## config.mk

```make
export PLATFORM = sky130hd
export DESIGN_NAME = fdta_addresser
export DESIGN_NICKNAME = d
export VERILOG_FILES = /design/src/rtl/fdta_pkg.sv /design/src/rtl/fdta_dev_latch.sv /design/src/rtl/fdta_stride_rom.sv /design/src/rtl/fdta_mod_sched.sv /design/src/rtl/fdta_addr_seq.sv /design/src/rtl/fdta_addresser.sv
export SDC_FILE = /design/constraint.sdc
export NUM_CORES = 1
export LEC_CHECK = 0
export BUFFER_PORTS_ARGS = -buffer_cell sky130_fd_sc_hd__clkbuf_2
export CAP_MARGIN = 20
export CORE_ASPECT_RATIO = 0.9
export CORE_UTILIZATION = 50
export CTS_CLUSTER_DIAMETER = 100
export CTS_CLUSTER_SIZE = 24
export DETAILED_ROUTE_END_ITERATION = 8
export PLACE_DENSITY_LB_ADDON = 0.15
export SLEW_MARGIN = 20
export SYNTH_ARGS = -nofsm -noshare
export SYNTH_HDL_FRONTEND = slang
export SYNTH_SLANG_ARGS = --single-unit
```

## constraint.sdc

```tcl
create_clock -name clk -period 1.45 [get_ports clk]
set_input_delay 0.29 -clock clk [delete_from_list [all_inputs] [get_ports clk]]
set_output_delay 0.29 -clock clk [all_outputs]
set_load 0.02 [all_outputs]
```

## src/rtl/fdta_pkg.sv

```systemverilog
package fdta_pkg;

  typedef enum logic [1:0] {
    SEQ_PLAIN   = 2'd0,
    SEQ_STRETCH = 2'd1,
    SEQ_SHRINK  = 2'd2
  } seq_mode_e;

endpackage

```

## src/rtl/fdta_dev_latch.sv

```systemverilog
module fdta_dev_latch
  import fdta_pkg::*;
#(
  parameter int DEV_W   = 7,
  parameter int MAX_DEV = 60,
  localparam int MAG_W  = $clog2(MAX_DEV + 1)
) (
  input  logic                    clk,
  input  logic                    rst_ni,
  input  logic                    restart_i,
  input  logic signed [DEV_W-1:0] dev_i,
  output logic [MAG_W-1:0]        mag_d_o,
  output seq_mode_e               mode_q_o
);

  logic [DEV_W-1:0] mag_raw;
  seq_mode_e        mode_d;
  seq_mode_e        mode_q;

  always_comb begin
    if (dev_i[DEV_W-1]) begin
      mag_raw = ~dev_i + DEV_W'(1);
    end else begin
      mag_raw = dev_i;
    end
    if (mag_raw > DEV_W'(MAX_DEV)) begin
      mag_d_o = MAG_W'(MAX_DEV);
    end else begin
      mag_d_o = mag_raw[MAG_W-1:0];
    end
    if (dev_i == '0) begin
      mode_d = SEQ_PLAIN;
    end else if (dev_i[DEV_W-1]) begin
      mode_d = SEQ_SHRINK;
    end else begin
      mode_d = SEQ_STRETCH;
    end
  end

  always_ff @(posedge clk or negedge rst_ni) begin
    if (!rst_ni) begin
      mode_q <= SEQ_PLAIN;
    end else if (restart_i) begin
      mode_q <= mode_d;
    end
  end

  assign mode_q_o = mode_q;

  AST_MAG_CLAMP: assert property (@(posedge clk) disable iff (!rst_ni)
    mag_d_o <= MAG_W'(MAX_DEV));

endmodule

```

## src/rtl/fdta_stride_rom.sv

```systemverilog
module fdta_stride_rom #(
  parameter int N_ENTRIES = 1000,
  parameter int MAX_DEV   = 60,
  localparam int MAG_W    = $clog2(MAX_DEV + 1),
  localparam int ADDR_W   = $clog2(N_ENTRIES),
  localparam int TAB_SZ   = 2 ** MAG_W
) (
  input  logic [MAG_W-1:0]  mag_i,
  output logic [ADDR_W-1:0] stride_o,
  output logic [ADDR_W-1:0] first_o
);

  logic [ADDR_W-1:0] stride_tab [TAB_SZ];

  for (genvar g = 0; g < TAB_SZ; g++) begin : g_tab
    localparam int MEFF = (g == 0) ? 1 : ((g > MAX_DEV) ? MAX_DEV : g);
    assign stride_tab[g] = ADDR_W'(N_ENTRIES / MEFF);
  end

  assign stride_o = stride_tab[mag_i];
  assign first_o  = stride_o >> 1;

endmodule

```

## src/rtl/fdta_mod_sched.sv

```systemverilog
module fdta_mod_sched #(
  parameter int N_ENTRIES = 1000,
  parameter int MAX_DEV   = 60,
  localparam int MAG_W    = $clog2(MAX_DEV + 1),
  localparam int ADDR_W   = $clog2(N_ENTRIES)
) (
  input  logic              clk,
  input  logic              rst_ni,
  input  logic              restart_i,
  input  logic              consume_i,
  input  logic [MAG_W-1:0]  mag_i,
  input  logic [ADDR_W-1:0] stride_i,
  input  logic [ADDR_W-1:0] first_i,
  output logic [ADDR_W:0]   hit_o,
  output logic              pending_o
);

  logic [ADDR_W:0]   next_q,   next_d;
  logic [ADDR_W-1:0] stride_q, stride_d;
  logic [MAG_W-1:0]  left_q,   left_d;
  logic              sched_en;

  assign sched_en = restart_i | consume_i;

  always_comb begin
    next_d   = next_q;
    stride_d = stride_q;
    left_d   = left_q;
    if (restart_i) begin
      next_d   = {1'b0, first_i};
      stride_d = stride_i;
      left_d   = mag_i;
    end else if (consume_i) begin
      next_d = next_q + {1'b0, stride_q};
      left_d = left_q - MAG_W'(1);
    end
  end

  always_ff @(posedge clk or negedge rst_ni) begin
    if (!rst_ni) begin
      next_q   <= '0;
      stride_q <= '0;
      left_q   <= '0;
    end else if (sched_en) begin
      next_q   <= next_d;
      stride_q <= stride_d;
      left_q   <= left_d;
    end
  end

  assign hit_o     = next_q;
  assign pending_o = (left_q != '0);

  AST_CONSUME_PENDING: assert property (@(posedge clk) disable iff (!rst_ni)
    (consume_i && !restart_i) |-> pending_o);

  AST_LEFT_BOUND: assert property (@(posedge clk) disable iff (!rst_ni)
    left_q <= MAG_W'(MAX_DEV));

  AST_HIT_ADVANCE: assert property (@(posedge clk) disable iff (!rst_ni)
    (consume_i && !restart_i) |=> (hit_o > $past(hit_o)));

endmodule

```

## src/rtl/fdta_addr_seq.sv

```systemverilog
module fdta_addr_seq
  import fdta_pkg::*;
#(
  parameter int N_ENTRIES = 1000,
  localparam int ADDR_W   = $clog2(N_ENTRIES)
) (
  input  logic              clk,
  input  logic              rst_ni,
  input  logic              restart_i,
  input  logic              tick_i,
  input  seq_mode_e         mode_i,
  input  logic [ADDR_W:0]   hit_i,
  input  logic              pending_i,
  output logic              consume_o,
  output logic [ADDR_W-1:0] addr_o
);

  localparam logic [ADDR_W-1:0] LAST = ADDR_W'(N_ENTRIES - 1);

  logic [ADDR_W-1:0] addr_q, addr_d;
  logic [ADDR_W:0]   step1, step2;
  logic              addr_en;

  assign step1   = {1'b0, addr_q} + (ADDR_W + 1)'(1);
  assign step2   = {1'b0, addr_q} + (ADDR_W + 1)'(2);
  assign addr_en = restart_i | tick_i;

  always_comb begin
    addr_d    = addr_q;
    consume_o = 1'b0;
    if (restart_i) begin
      addr_d = '0;
    end else if (tick_i && (addr_q != LAST)) begin
      unique case (mode_i)
        SEQ_STRETCH: begin
          if (pending_i && (hit_i == {1'b0, addr_q})) begin
            consume_o = 1'b1;
          end else begin
            addr_d = step1[ADDR_W-1:0];
          end
        end
        SEQ_SHRINK: begin
          if (pending_i && (hit_i == step1) && (step1[ADDR_W-1:0] != LAST)) begin
            consume_o = 1'b1;
            addr_d    = step2[ADDR_W-1:0];
          end else begin
            addr_d = step1[ADDR_W-1:0];
          end
        end
        default: begin
          addr_d = step1[ADDR_W-1:0];
        end
      endcase
    end
  end

  always_ff @(posedge clk or negedge rst_ni) begin
    if (!rst_ni) begin
      addr_q <= '0;
    end else if (addr_en) begin
      addr_q <= addr_d;
    end
  end

  assign addr_o = addr_q;

  AST_IDLE_STABLE: assert property (@(posedge clk) disable iff (!rst_ni)
    (!tick_i && !restart_i) |=> $stable(addr_q));

  AST_RESTART_ZERO: assert property (@(posedge clk) disable iff (!rst_ni)
    restart_i |=> (addr_q == '0));

  AST_END_PARK: assert property (@(posedge clk) disable iff (!rst_ni)
    ((addr_q == LAST) && !restart_i) |=> (addr_q == LAST));

  AST_FORWARD_ONLY: assert property (@(posedge clk) disable iff (!rst_ni)
    (tick_i && !restart_i) |=> ((addr_q >= $past(addr_q)) &&
                                ({1'b0, addr_q} <= {1'b0, $past(addr_q)} + (ADDR_W + 1)'(2))));

  AST_STRETCH_STEP: assert property (@(posedge clk) disable iff (!rst_ni)
    ((mode_i == SEQ_STRETCH) && tick_i && !restart_i) |=>
      ((addr_q - $past(addr_q)) <= ADDR_W'(1)));

  AST_PLAIN_STEP: assert property (@(posedge clk) disable iff (!rst_ni)
    ((mode_i == SEQ_PLAIN) && tick_i && !restart_i && (addr_q != LAST)) |=>
      ((addr_q - $past(addr_q)) == ADDR_W'(1)));

endmodule

```

## src/rtl/fdta_addresser.sv

```systemverilog
module fdta_addresser
  import fdta_pkg::*;
#(
  parameter int N_ENTRIES = 1000,
  parameter int MAX_DEV   = 60,
  parameter int DEV_W     = 7,
  localparam int ADDR_W   = $clog2(N_ENTRIES),
  localparam int MAG_W    = $clog2(MAX_DEV + 1)
) (
  input  logic                    clk,
  input  logic                    rst_n,
  input  logic                    restart_i,
  input  logic                    tick_i,
  input  logic signed [DEV_W-1:0] dev_i,
  output logic [ADDR_W-1:0]       addr_o
);

  logic [1:0]        rst_pipe;
  logic              rst_ni;
  logic [MAG_W-1:0]  mag_d;
  seq_mode_e         mode_q;
  logic [ADDR_W-1:0] stride;
  logic [ADDR_W-1:0] first;
  logic [ADDR_W:0]   hit;
  logic              pending;
  logic              consume;

  always_ff @(posedge clk or negedge rst_n) begin
    if (!rst_n) begin
      rst_pipe <= 2'b00;
    end else begin
      rst_pipe <= {rst_pipe[0], 1'b1};
    end
  end

  assign rst_ni = rst_pipe[1];

  fdta_dev_latch #(
    .DEV_W   (DEV_W),
    .MAX_DEV (MAX_DEV)
  ) u_dev (
    .clk       (clk),
    .rst_ni    (rst_ni),
    .restart_i (restart_i),
    .dev_i     (dev_i),
    .mag_d_o   (mag_d),
    .mode_q_o  (mode_q)
  );

  fdta_stride_rom #(
    .N_ENTRIES (N_ENTRIES),
    .MAX_DEV   (MAX_DEV)
  ) u_rom (
    .mag_i    (mag_d),
    .stride_o (stride),
    .first_o  (first)
  );

  fdta_mod_sched #(
    .N_ENTRIES (N_ENTRIES),
    .MAX_DEV   (MAX_DEV)
  ) u_sched (
    .clk       (clk),
    .rst_ni    (rst_ni),
    .restart_i (restart_i),
    .consume_i (consume),
    .mag_i     (mag_d),
    .stride_i  (stride),
    .first_i   (first),
    .hit_o     (hit),
    .pending_o (pending)
  );

  fdta_addr_seq #(
    .N_ENTRIES (N_ENTRIES)
  ) u_seq (
    .clk       (clk),
    .rst_ni    (rst_ni),
    .restart_i (restart_i),
    .tick_i    (tick_i),
    .mode_i    (mode_q),
    .hit_i     (hit),
    .pending_i (pending),
    .consume_o (consume),
    .addr_o    (addr_o)
  );

  AST_RESET_ZERO: assert property (@(posedge clk)
    (!rst_ni) |=> (addr_o == '0));

endmodule

```

* After elaboration in Yosys (flattened, before gate mapping) *
Memories as Yosys holds them, arrays and structs flattened.
Cells that the tools add are included.
W data, S select, Z words.

word-level totals
  output and inout bits = 10
  input port bits = 11
  memory bits (read-only) = 640
  flip-flop bits (word level) = 41
  word-level logic and storage cells = 56
  memories kept = 1

operators by class
  reductions and logical operators = 11
  $lt $le $gt $ge = 2
  multiplexer cells = 20
  add/subtract/negate cells = 5
  bitwise gates (word level) = 4
  eq/ne operators = 7

memories
  name             depth  bits a word  rd ports  clocked after Yosys merged registers in  write ports  RTL line               RTL
  (no name shown)  64     10           1         0                                        0            fdta_stride_rom.sv:20  assign stride_o = stride_tab[mag_i];

operator list
  operator                 count
  $mux W10                 6
  $mux W11                 2
  $ne A10 B10 Y1 const B   2
  $pmux W10 S2             1
  $mux W6                  3
  $add A10 B1 Y11 const B  1
  $add A11 B10 Y11         1
  $eq A11 B10 Y1           1
  $eq A11 B11 Y1           1
  $add A10 B2 Y10 const B  1
  $add A7 B2 Y7 const B    1
  $ge A7 B7 Y1 const B     1
  $gt A7 B6 Y1 const B     1
  $logic_not A7 Y1         1
  $mux W7                  1
  $not A6 Y7               1
  $not A7 Y7               1
  $reduce_bool A6 Y1       1
  $sub A6 B1 Y6 const B    1
  $logic_and A1 B1 Y1      4
  $mux W1                  4
  $mux W2                  2
  $reduce_and A2 Y1        2
  $reduce_bool A2 Y1       2
  other kinds (6)          7

* Logic depth before layout (Yosys ltp) *
  depth in word-level cells = 10
  depth in mapped cells = 13
  depth with buffers taken out = 13

* Cells and area by module *
Synthesis repeated with hierarchy kept, for this count alone.

second synthesis, totals
  cell total of the unflattened synthesis = 477
  area, all modules = 4115.2 um^2

modules (own cells, without submodules)
  module           sequential area each (um^2)  cells each  area an instance (um^2)  times used
  fdta_mod_sched   675.6                        161         1609.0                   1
  fdta_addr_seq    250.2                        182         1465.2                   1
  fdta_stride_rom  0.0                          94          690.7                    1
  fdta_dev_latch   50.0                         37          296.5                    1
  fdta_addresser   50.0                         3           53.8                     1

* Worst setup path before layout *
No wires, ideal clock.

  path kind = register to register
  start point = register u_seq.addr_q[1], in the netlist u_seq.addr_o[1]
  end point = register u_sched.next_q[10], in the netlist u_sched.hit_o[10]
  slack = -1.591 ns
  clock period less this slack = 3.041 ns
  arrival = 2.914 ns
  buffers on the path = 3
  data required time = 1.322 ns
  stages on the path, launching flop included = 13
  setup time = 0.128 ns
  cell sequence = dfrtp_1 ha_1 clkbuf_1 nand3_1 or4_1 o41a_1 a21oi_2 o2111ai_2 buf_6 a21o_1 buf_2 a21oi_1 mux2_1

on the way
  cells in the longest elaborated chain, start to end = 10
  elaborated cells on any way between the ends = 17
  those cells by class = add/sub (1); eq/ne (4); mux (5); bitwise (1); reduce/logical (6)

RTL lines
  item                                                                 RTL line              RTL
  start, declared                                                      fdta_addr_seq.sv:20   logic [ADDR_W-1:0] addr_q, addr_d;
  start signal, assigned                                               fdta_addr_seq.sv:61   addr_q <= addr_d;
  $add A10 B1 Y11                                                      fdta_addr_seq.sv:24   assign step1 = {1'b0, addr_q} + (ADDR_W + 1)'(1);
  $eq A11 B11 Y1                                                       fdta_addr_seq.sv:43   if (pending_i && (hit_i == step1) && (step1[ADDR_W-1:0] != LAST)) begin
  $logic_and A1 B1 Y1 (2 in a row)                                     fdta_addr_seq.sv:43
  $mux W1                                                              fdta_addr_seq.sv:43
  $pmux W1 S2                                                          fdta_addr_seq.sv:34   unique case (mode_i)
  $mux W1 (*)                                                          fdta_addr_seq.sv:33   end else if (tick_i && (addr_q != LAST)) begin
  $mux W1 (*)                                                          fdta_addr_seq.sv:31   if (restart_i) begin
  $reduce_bool A2 Y1 (no line) / $or A1 B1 Y1 (equally long branches)  --
  $reduce_and A2 Y1 (no line) (*)                                      --
  end signal, assigned                                                 fdta_mod_sched.sv:45  next_q <= next_d;
  end, declared                                                        fdta_mod_sched.sv:18  logic [ADDR_W:0] next_q, next_d;

Mark *: on every way between the ends. The rest lies on a longest branch, timed or not.
A chain may end at the register's enable or synchronous reset.

* Worst setup path in the final report *
  start point = register u_seq.addr_q[2], in the netlist u_seq.addr_o[2]
  end point = register u_sched.next_q[6], in the netlist u_sched.hit_o[6]

The elaborated chain is that of the path after synthesis.

==> flow_summary.yaml <==
critical_path:
  ff2ff_setup_slack_ns: -1.96
  crit_path_end_kind: "register"
  crit_fanout: 7
  cp_data_required_time_ns: 1.63
  crit_path_start_kind: "register"
  path_class: "register to register"
  worstPathArrival_ns: 3.60
job:
  cap_violations: 0
timing:
  period_minus_slack_ns: 3.41
  slew_violations: 0
  hold_viol_final: 0
  worst_slack_ns: -1.96
  min_period_over_period_pct: 235
  grt_setup_unrepaired: "yes"
  tightestPinTransition_ns: 0.814
  fmax_mhz: 293
  hold-worst-slack_ns: 0.248
  relSlewSlack_pct: 45.3
  setup_viol: 39
  fin_skew_ns: 0.0146
detailed_routing:
  drt_iter0_drc: 1041
  ant_nets: 0
  finalWirelength_um: 22300
  dr.pass1.iters: 9
  drcViolationCount: 27
  vias_per_cell: 7.48
  wl_per_cell_um: 29.4
  vias: 5680
synth:
  ys_dominant_reg_cell: "dfrtp_1"
  ys_ff_latch: 41
  ys_warn_count: 0
  synth_area_per_cell_um2: 8.13
  ys_async_sr_fraction_pct: 100
  ys_types: 70
  synth_top_area_share_pct: 26.7
  yosysSeqAreaShare_pct: 26.7
  synth_area_leader_cell: "dfrtp_1"
  synth_area_leaders: "dfrtp_1, ha_1, xnor2_1"
  synth_area_um2: 3850
  syn_nets: 514
  synthCells: 473
  synth_edf_count: 0
global_route:
  grt_pass1_wl_um: 25200
  grt_overflow_total: 0
  grt_pass1_vias: 4986
  antenna_found_initial: 3
  grt.total_usage_pct: 40.9
  grt_max_degree: 51
floorplan:
  core-area_um2: 7260
  die_h_um: 85.2
  io_pins: 21
  start_util_pct: 53.0
  num_rows: 29
  die_x_um: 94.5
  dieArea_um2: 8050
outcome:
  violations: "design-rule violations, negative setup slack"
  outcome: "complete, but fails checks"
clocking:
  cts.sinks: 41
  cts_htree_levels: 2
  cts_tree: "built"
  cts_buffer_depth: 2
  root_buffer: "clkbuf_8"
  clk_pin_slew_ns: 0.11
  worstSkewPairLatency_ns: 0.34
  cts_buffers: 5
layout:
  fillers: 223
  design_area_um2: 6660
  area_growth_syn_to_layout_pct: 73.2
  drive_gt1_share_pct: 55.7
  fin_nets: 704
placement:
  pre_cts_slack_ns: -1.28
  hpwlAfterDp_um: 9500
  post_dp_cell_area_um2: 5500
  gp_congestion: 0.950
  port_buffers: 20
power_and_ir_drop:
  vdd_drop_max_uv: 819
  pwr_density_cell_nw_per_um2: 760
  p_total_w: 0.00507
  p_leak_nw: 2.87
hold_path:
  hold_path.class: "register to asynchronous set/reset pin"
-- power breakdown --
part	internal, W	total, W	switching, W
Clock	0.000389	0.000934	0.000545
Combinational	0.00124	0.00273	0.00149
Sequential	0.00125	0.00140	0.000146
Total	0.00288	0.00507	0.00218
-- cell usage after synthesis, types with 3 or more instances --
library cell and instances:
nor2b_1 5, inv_1 32, a22oi_1 3, buf_4 3, nand4_1 6, nand2b_1 4, a221oi_2 5, ha_1 29
a21o_1 6, nor2_1 36, o211ai_1 11, dfrtp_1 41, xor2_1 8, and3_1 3, or2_2 3, buf_2 5
nand3_1 18, or3_1 6, nand3b_1 4, a21oi_1 28, o31ai_1 7, o21ai_0 21, nand2_1 44, nor3b_1 8
xnor2_1 28, a211o_1 3, mux2i_1 5, or4_1 6, clkbuf_1 15, nor4_1 4, o31a_1 3, o311ai_1 3
o41ai_1 3, nor3_1 14, a211oi_1 4
-- worst max-delay path, cell delays in order, from the launching register on --
cell and delay (ns):
dfrtp_1 0.44, buf_4 0.17, xnor2_1 0.66, xnor2_1 0.25
nand4b_1 0.18, nor3_2 0.32, o2111ai_4 0.25, a21o_4 0.32
and2_4 0.20, a221oi_2 0.48
-- repair_timing --
item | CTS | global route
setup buffers | 18 | 18
endpoints found under the hold margin | 2 | 0
resized for setup | 100 | 80
gates cloned | 0 | 0
setup endpoints to repair | 38 | 37
pin swaps | 43 | 49
hold buffers | 1 | 0
-- final timing paths --
path,end,depth (start not counted),startpoint
max,u_sched.hit_o[6],9,u_seq.addr_o[2]
min,u_sched.stride_q[6],1,rst_pipe[1]
max reg2reg,u_sched.hit_o[6],9,u_seq.addr_o[2]
min reg2reg,u_sched.stride_q[6],1,rst_pipe[1]
max in group asynchronous,u_seq.addr_o[1],1,rst_pipe[1]
min in group clk,rst_pipe[1],0,rst_pipe[0]
-- metal layers --
metal / track usage [%] / routed length, um / vias up
li1: - / - / 2087
met1: 49.0 / 7150 / 2572
met2: 68.4 / 9100 / 694
met3: 8.87 / 3300 / 323
met4: 21.8 / 2680 / 4
met5: 0 / 46 / -
-- flip-flops by register name (all words and copies together) (netlist names) --
name / flops
u_sched.hit_o: 11
u_sched.stride_q: 10
u_seq.addr_o: 10
u_sched.left_q: 6
rst_pipe: 2
u_dev.mode_q_o: 2
-- kinds of logic (layout without fill, tap and decap cells) --
logic type	after synthesis	in the layout	synth area share (%)
buf+inv	60	251	6.50
fa+ha+maj	30	30	9.95
simple gates	176	176	23.8
other cells	1	3	0.0975
mux	7	7	1.89
compound gates	122	122	22.9
flops	41	41	26.7
xor+xnor	36	36	8.20
-- layout by cell type (no fill, tap or decap), types with 8 or more instances in the layout --
cell type	instances
a21oi_1	16
clkbuf_2	15
dfrtp_1	33
buf_6	34
dfrtp_2	8
buf_4	149
ha_4	12
inv_1	26
ha_1	16
nand3_1	13
o211ai_1	11
xnor2_1	26
nand2_1	34
nor2_1	27
a21oi_2	11
-- final cells by class --
type / count / area [um^2] / area share (%)
multi-input combinational: 372 / 3470 / 52.0
inverter: 34 / 160 / 2.40
tap: 93 / 116 / 1.75
clock buffer: 6 / 82.6 / 1.24
sequential: 41 / 1040 / 15.5
antenna: 2 / 5.00 / 0.0751
timing repair buffer: 209 / 1780 / 26.7
clock inverter: 2 / 13.8 / 0.207
-- per-stage QoR --
step,util [%],setup TNS [ns],cells
after floorplan,-,-34.40,473
after global placement,75.8,-37.56,716
after detailed placement,75.8,-40.88,716
after CTS,85.4,-32.79,743
after global routing,91.8,-56.87,759
final,91.8,-53.67,759
(Power assumes the default switching activity.)
